`src/rtl/tmode_pkg.sv`:
```
package tmode_pkg;

    typedef enum logic [1:0] {
        ST_IDLE = 2'd0,
        ST_ARM  = 2'd1,
        ST_TEST = 2'd2
    } tmode_state_e;

    typedef enum logic [1:0] {
        GRADE_STD   = 2'd0,
        GRADE_SHORT = 2'd1,
        GRADE_LONG  = 2'd2,
        GRADE_ALT   = 2'd3
    } tmode_grade_e;

endpackage

```
`src/rtl/tmode_hold_cnt.sv`:
```
// Counts qualified ticks during the arming phase; cleared whenever
// arming is not in progress so no partial credit survives.
module tmode_hold_cnt #(
    parameter int ENTRY_TICKS = 80
) (
    input  logic clk,
    input  logic rst_n,
    input  logic clr,
    input  logic adv,
    output logic last
);
    localparam int CW = (ENTRY_TICKS > 2) ? $clog2(ENTRY_TICKS) : 1;
    localparam logic [CW-1:0] LAST_V = CW'(ENTRY_TICKS - 1);

    logic [CW-1:0] cnt_q;

    always_ff @(posedge clk) begin
        if (!rst_n || clr) begin
            cnt_q <= '0;
        end else if (adv && (cnt_q != LAST_V)) begin
            cnt_q <= cnt_q + CW'(1);
        end
    end

    assign last = (cnt_q == LAST_V);
endmodule

```
`src/rtl/tmode_limits.sv`:
```
// Per-grade delay counts; only the detection delay depends on the mode.
module tmode_limits #(
    parameter int LIM_W  = 13,
    parameter int NORM_A = 4000,
    parameter int NORM_B = 2000,
    parameter int NORM_C = 5650,
    parameter int TEST_A = 64,
    parameter int TEST_B = 32,
    parameter int TEST_C = 88,
    parameter int REL_A  = 64,
    parameter int REL_B  = 2,
    parameter int REL_C  = 88,
    parameter int TRST_A = 12,
    parameter int TRST_B = 12,
    parameter int TRST_C = 17
) (
    input  logic [1:0]       sel,
    input  logic             fast,
    output logic [LIM_W-1:0] det,
    output logic [LIM_W-1:0] rel,
    output logic [LIM_W-1:0] trst
);
    import tmode_pkg::*;

    logic [LIM_W-1:0] norm_v;
    logic [LIM_W-1:0] test_v;

    always_comb begin
        unique case (tmode_grade_e'(sel))
            GRADE_SHORT: begin
                norm_v = LIM_W'(NORM_B);
                test_v = LIM_W'(TEST_B);
                rel    = LIM_W'(REL_B);
                trst   = LIM_W'(TRST_B);
            end
            GRADE_LONG: begin
                norm_v = LIM_W'(NORM_C);
                test_v = LIM_W'(TEST_C);
                rel    = LIM_W'(REL_C);
                trst   = LIM_W'(TRST_C);
            end
            GRADE_STD, GRADE_ALT: begin
                norm_v = LIM_W'(NORM_A);
                test_v = LIM_W'(TEST_A);
                rel    = LIM_W'(REL_A);
                trst   = LIM_W'(TRST_A);
            end
            default: begin
                norm_v = LIM_W'(NORM_A);
                test_v = LIM_W'(TEST_A);
                rel    = LIM_W'(REL_A);
                trst   = LIM_W'(TRST_A);
            end
        endcase
    end

    assign det = fast ? test_v : norm_v;
endmodule

```
`src/rtl/tmode_latch.sv`:
```
module tmode_latch #(
    parameter int ENTRY_TICKS = 80,
    parameter int LIM_W       = 13,
    parameter int NORM_A      = 4000,
    parameter int NORM_B      = 2000,
    parameter int NORM_C      = 5650,
    parameter int TEST_A      = 64,
    parameter int TEST_B      = 32,
    parameter int TEST_C      = 88,
    parameter int REL_A       = 64,
    parameter int REL_B       = 2,
    parameter int REL_C       = 88,
    parameter int TRST_A      = 12,
    parameter int TRST_B      = 12,
    parameter int TRST_C      = 17
) (
    input  logic             clk,
    input  logic             rst_n,
    input  logic             tick,
    input  logic             req,
    input  logic             det_busy,
    input  logic             det_done,
    input  logic             uvlo,
    input  logic [1:0]       dly_sel,
    output logic             test_mode,
    output logic [LIM_W-1:0] det_limit,
    output logic [LIM_W-1:0] rel_limit,
    output logic [LIM_W-1:0] trst_limit
);
    import tmode_pkg::*;

    tmode_state_e state_q, state_d;
    logic qual;
    logic hold_last;
    logic hold_clr;

    assign qual     = req && !det_busy && !uvlo;
    assign hold_clr = (state_q != ST_ARM) || !qual;

    tmode_hold_cnt #(.ENTRY_TICKS(ENTRY_TICKS)) u_hold (
        .clk  (clk),
        .rst_n(rst_n),
        .clr  (hold_clr),
        .adv  (tick),
        .last (hold_last)
    );

    // next-state logic
    always_comb begin
        state_d = state_q;
        unique case (state_q)
            ST_IDLE: if (qual) state_d = ST_ARM;                 // T_ARM
            ST_ARM: begin
                if (!qual)                 state_d = ST_IDLE;    // T_ABORT
                else if (tick && hold_last) state_d = ST_TEST;   // T_ENTER
            end
            ST_TEST: if (det_done) state_d = ST_IDLE;            // T_DONE
            default: state_d = ST_IDLE;
        endcase
        if (uvlo) state_d = ST_IDLE;                             // T_UVLO
    end

    // state register
    always_ff @(posedge clk) begin
        if (!rst_n) state_q <= ST_IDLE;
        else        state_q <= state_d;
    end

    // outputs
    always_comb begin
        test_mode = (state_q == ST_TEST);
    end

    tmode_limits #(
        .LIM_W(LIM_W),
        .NORM_A(NORM_A), .NORM_B(NORM_B), .NORM_C(NORM_C),
        .TEST_A(TEST_A), .TEST_B(TEST_B), .TEST_C(TEST_C),
        .REL_A(REL_A),   .REL_B(REL_B),   .REL_C(REL_C),
        .TRST_A(TRST_A), .TRST_B(TRST_B), .TRST_C(TRST_C)
    ) u_lim (
        .sel (dly_sel),
        .fast(test_mode),
        .det (det_limit),
        .rel (rel_limit),
        .trst(trst_limit)
    );
endmodule

```
`config.mk`:
```
export PLATFORM = sky130hd
export DESIGN_NAME = tmode_latch
export DESIGN_NICKNAME = d
export VERILOG_FILES = /design/src/rtl/tmode_pkg.sv /design/src/rtl/tmode_hold_cnt.sv /design/src/rtl/tmode_limits.sv /design/src/rtl/tmode_latch.sv
export SDC_FILE = /design/constraint.sdc
export NUM_CORES = 1
export LEC_CHECK = 0
export BUFFER_PORTS_ARGS = -buffer_cell sky130_fd_sc_hd__buf_2
export CORE_ASPECT_RATIO = 0.75
export CORE_MARGIN = 3
export CORE_UTILIZATION = 25
export CTS_BUF_LIST = sky130_fd_sc_hd__clkbuf_4
export DETAILED_ROUTE_END_ITERATION = 10
export REMOVE_ABC_BUFFERS = 1
export SLEW_MARGIN = 10
export SYNTH_ARGS = -nofsm -noshare
export SYNTH_HDL_FRONTEND = slang
export SYNTH_SLANG_ARGS = --single-unit
```
`constraint.sdc`:
```
create_clock -name clk -period 1.1 [get_ports clk]
set_input_delay 0.165 -clock clk [delete_from_list [all_inputs] [get_ports clk]]
set_output_delay 0.165 -clock clk [all_outputs]
set_load 0.02 [all_outputs]
```
## Word level (Yosys, flattened, before mapping)

Index checks and enable logic that the tools add are counted.

| storage, ports and cells | value |
|---|---|
| register bits | 9 |
| output and inout bits | 40 |

| cells by class | value |
|---|---|
| add/sub/neg operators | 1 |
| equal/unequal tests | 11 |
| multiplexer cells | 10 |
| bitwise operators | 1 |
| reduce and logical (&&, ||, !) cells | 16 |

Operators by type and width:

| cell | count |
|---|---|
| one-hot mux 13 bit (3 select lines) | 3 |
| one-hot mux 13 bit (2 select lines) | 1 |
| 2-to-1 mux 13 bit | 1 |
| 2-to-1 mux 2 bit | 4 |
| adder 7 x 1 -> 7 bit, second input constant | 1 |
| equality test 7 bit, second input constant | 1 |
| inequality test 7 bit, second input constant | 1 |
| equality test 2 bit, second input constant | 3 |
| one-hot mux 2 bit (3 select lines) | 1 |
| equality test 2 x 1 -> 1 bit, second input constant | 2 |
| logical AND 1 bit | 4 |
| logical NOT 1 bit | 4 |
| logical NOT 2 bit | 2 |
| inequality test 2 bit, second input constant | 2 |
| OR reduction 2 bit | 2 |
| inequality test 3 bit, second input constant | 1 |
| AND reduction 3 bit | 1 |
| OR reduction 3 bit | 1 |
| logical OR 1 bit | 2 |
| inequality test 2 x 1 -> 1 bit, second input constant | 1 |
| NOT 1 bit | 1 |

## Longest topological paths before layout

| logic depth | value |
|---|---|
| depth in word-level cells | 6 |
| gate-level depth with buffers | 5 |
| mapped depth without buffers | 4 |

## Modules after synthesis

A second synthesis with hierarchy kept.

| unflattened totals | value |
|---|---|
| cells, all modules | 101 |
| area total of the unflattened synthesis | 812.0 sq um |

Modules (own cells, without submodules):

| module | times used | cells an instance | area each (sq um) | sequential area each (sq um) |
|---|---|---|---|---|
| tmode_hold_cnt | 1 | 43 | 364.1 | 140.1 |
| tmode_limits | 1 | 44 | 320.3 | 0.0 |
| tmode_latch | 1 | 14 | 127.6 | 40.0 |

## Worst setup path before layout

No wires, ideal clock.

| timing | value |
|---|---|
| kind | register to output |
| start | register state_q[0] |
| end | output det_limit[12] |
| arrival | 1.573 ns |
| path slack | -0.638 ns |
| stages on the path, launching flop included | 5 |
| buffers on the path | 1 |
| cells stage by stage | dfxtp_1 nand2b_1 clkinv_1 nor2_1 buf_4 |

| on the way | value |
|---|---|
| longest elaborated chain between the ends | 2 |

Ends and longest elaborated chain:

| element | line | source |
|---|---|---|
| start, declared | tmode_latch.sv:32 | `tmode_state_e state_q, state_d;` |
| start signal, assigned | tmode_latch.sv:66 | `else state_q <= state_d;` |
| equality test 2 bit | tmode_latch.sv:71 | `test_mode = (state_q == ST_TEST);` |
| net test_mode | tmode_latch.sv:25 | `output logic test_mode,` |
| 2-to-1 mux 13 bit | tmode_limits.sv:57 | `assign det = fast ? test_v : norm_v;` |
| end, declared | tmode_latch.sv:26 | `output logic [LIM_W-1:0] det_limit,` |

The timed path passes the listed nets, and every way through them passes these cells.

## Final worst setup path

| timing | value |
|---|---|
| start | register state_q[0] |
| end | output det_limit[5] |

| on the way | value |
|---|---|
| longest elaborated chain between the ends | 2 |

Ends and longest elaborated chain:

| element | line |
|---|---|
| equality test 2 bit | tmode_latch.sv:71 |
| 2-to-1 mux 13 bit | tmode_limits.sv:57 |

No other way between the ends.

==> out/metrics.yaml <==
maxCapViolCount: 0
min_from: "det_done"
die_w_um: 69.44
ios: 49
track_usage_pct: 10.22
ys_seq_area_share_pct: 23.88
rsz0062_at_grt: "yes"
path_max_fanout: 4
wirelength_um: 2073
die_area_um2: 3720
layout_common_cells: "conb_1, buf_4, buf_2"
final_util_pct: 45.67
syn2layout_area_growth_pct: 66.00
drive_gt1_share_pct: 66.67
ys.flop_type: "dfxtp_1"
async_flop_share_pct: 0
gp_congestion: 0.7624
num_vias: 719
multi_input_area_um2: 580.6
finClkSkew_ns: 0.001716
tritoncts: "yes"
finalSetupViolCount: 19
fin_cells: 174
fill_cells: 254
placed_area_um2: 917.1
outcome: "finished with violations"
drtAntennaViolNets: 0
dp_slack_ns: -0.1869
startpoint: "state_q[0]"
cp.arrival_ns: 1.17
rows: 16
power.total_mw: 0.8595
violations: "setup timing"
final.period_utilization_pct: 121.5
synth_edf_count: 0
drt_iter0_markers: 8
ctsHoldBuffers: 0
required_ns: 0.94
overflow: 0
powerDensity_nw_per_um2: 686.2
via_per_inst: 4.132
worstSetupStartpointType: "flop"
diodes: 0
finalMaxSlewViolations: 0
clkSlewWorstSetupHoldPaths_ns: 0.06
hpwl_um: 1478
grt_max_degree: 8
core_um2: 2743
cts.path.max_buffers: 2
whs_ns: 0.07105
wire_per_inst_um: 11.91
ff_latch_area_um2: 196.4
period_needed_ns: 1.336
p_leak_nw: 0.5875
ir_worst_vdd_mv: 0.7365
cts_buffers: 3
hold_viol: 0
dp.cells: 165
crit_type: "reg2out"
fin_setup_tns_ns: -2.346
cts-root-buf: "clkbuf_4"
portBuffers: 28
hp-class: "in2reg"
route.detailed.drc: 0
setup_slack_ns: -0.2360
avgSynthCellArea_um2: 7.942
initial_core_util_pct: 27.51
final_common_cell: "conb_1"
htree_levels: 1
numClockSinks: 9
antenna_found_initial: 0
worstReg2RegStart: "u_hold.cnt_q[1]"
clk-insertion-delay-late_ns: 0.26
synth_cells: 95
fmax_mhz: 748.5
design_area_um2: 1252
first_pass_iters: 4
fp.dieH_um: 53.58
synth_area_um2: 754.5
endpoint_kind: "primary output"
ys_seq_elements: 9
yosys_warnings: 0
grt_pass1_vias: 632
grt_pass1_wl_um: 2987
fin_nets: 152
ys_types: 30
==> cells by family (layout without fill, tap and decap cells) <==
family | after synthesis | in the layout | share of synthesized area, %
muxes | 2 | 2 | 2.654
adders and majority gates | 4 | 4 | 6.634
and+or+nand+nor | 30 | 30 | 23.39
DFF | 9 | 9 | 23.88
buffers and inverters | 34 | 58 | 30.35
xor gates and xnor gates | 1 | 1 | 1.161
other | 1 | 20 | 0.4970
AOI/OAI and AO/OA | 14 | 14 | 11.44
==> worst max-delay path, stage by stage, from the launching register on <==
cell and delay [ns]:
dfxtp_2 0.31, nand2b_4 0.16, and2_4 0.15, a21o_1 0.16, buf_6 0.13
==> flip-flops by register name, summed over array words and instances (netlist names) <==
signal and flops:
u_hold.cnt_q 7, state_q 2
==> path summary, 6_finish.rpt <==
path / to / slack (ns) / depth (start not counted)
setup / recovery: det_limit[5] / -0.24 / 4
hold / removal: state_q[1] / 0.07 / 2
setup reg to reg: u_hold.cnt_q[3] / -0.11 / 5
hold reg to reg: u_hold.cnt_q[6] / 0.49 / 2
==> synth_stat cells (2+ instances only) <==
cell | n | area (um2)
ha_1 | 4 | 50.05
a211oi_1 | 2 | 15.01
dfxtp_1 | 9 | 180.2
buf_4 | 27 | 202.7
nand3_1 | 6 | 30.03
mux2i_1 | 2 | 20.02
inv_1 | 5 | 18.77
and4bb_2 | 2 | 25.02
a21oi_1 | 5 | 25.02
o21ai_0 | 2 | 10.01
o31ai_1 | 2 | 15.01
or4_1 | 2 | 15.01
nor2b_1 | 3 | 18.77
nand2_1 | 4 | 15.01
nor2_1 | 5 | 18.77
==> layout make-up <==
cell class,count,area share [%]
multi-input cells,71,46.35
well taps,36,3.596
repair buffers,48,29.77
flip-flops and latches,9,15.68
inverters,6,2.198
clock buffers,4,2.398
==> per-layer routing <==
layer / wire (um) / vias up / GRT usage, %
li1: - / 362 / -
met5: 0 / - / 0
met4: 17 / 0 / 3.896
met3: 82 / 2 / 2.425
met1: 832 / 339 / 12.03
met2: 1141 / 16 / 18.51
==> where the power goes <==
group,leakage (nW),total [mW],internal (mW),switching [mW]
clock network,0.0184,0.278,0.164,0.114
registers,0.0777,0.323,0.322,0.000514
logic,0.491,0.259,0.0905,0.168
==> repair_timing <==
action	in CTS	in global routing
pin swaps	12	5
endpoints found under the setup margin	21	26
buffers inserted	2	3
resized for setup	52	25
cloned	0	0
(Power assumes the default switching activity.)
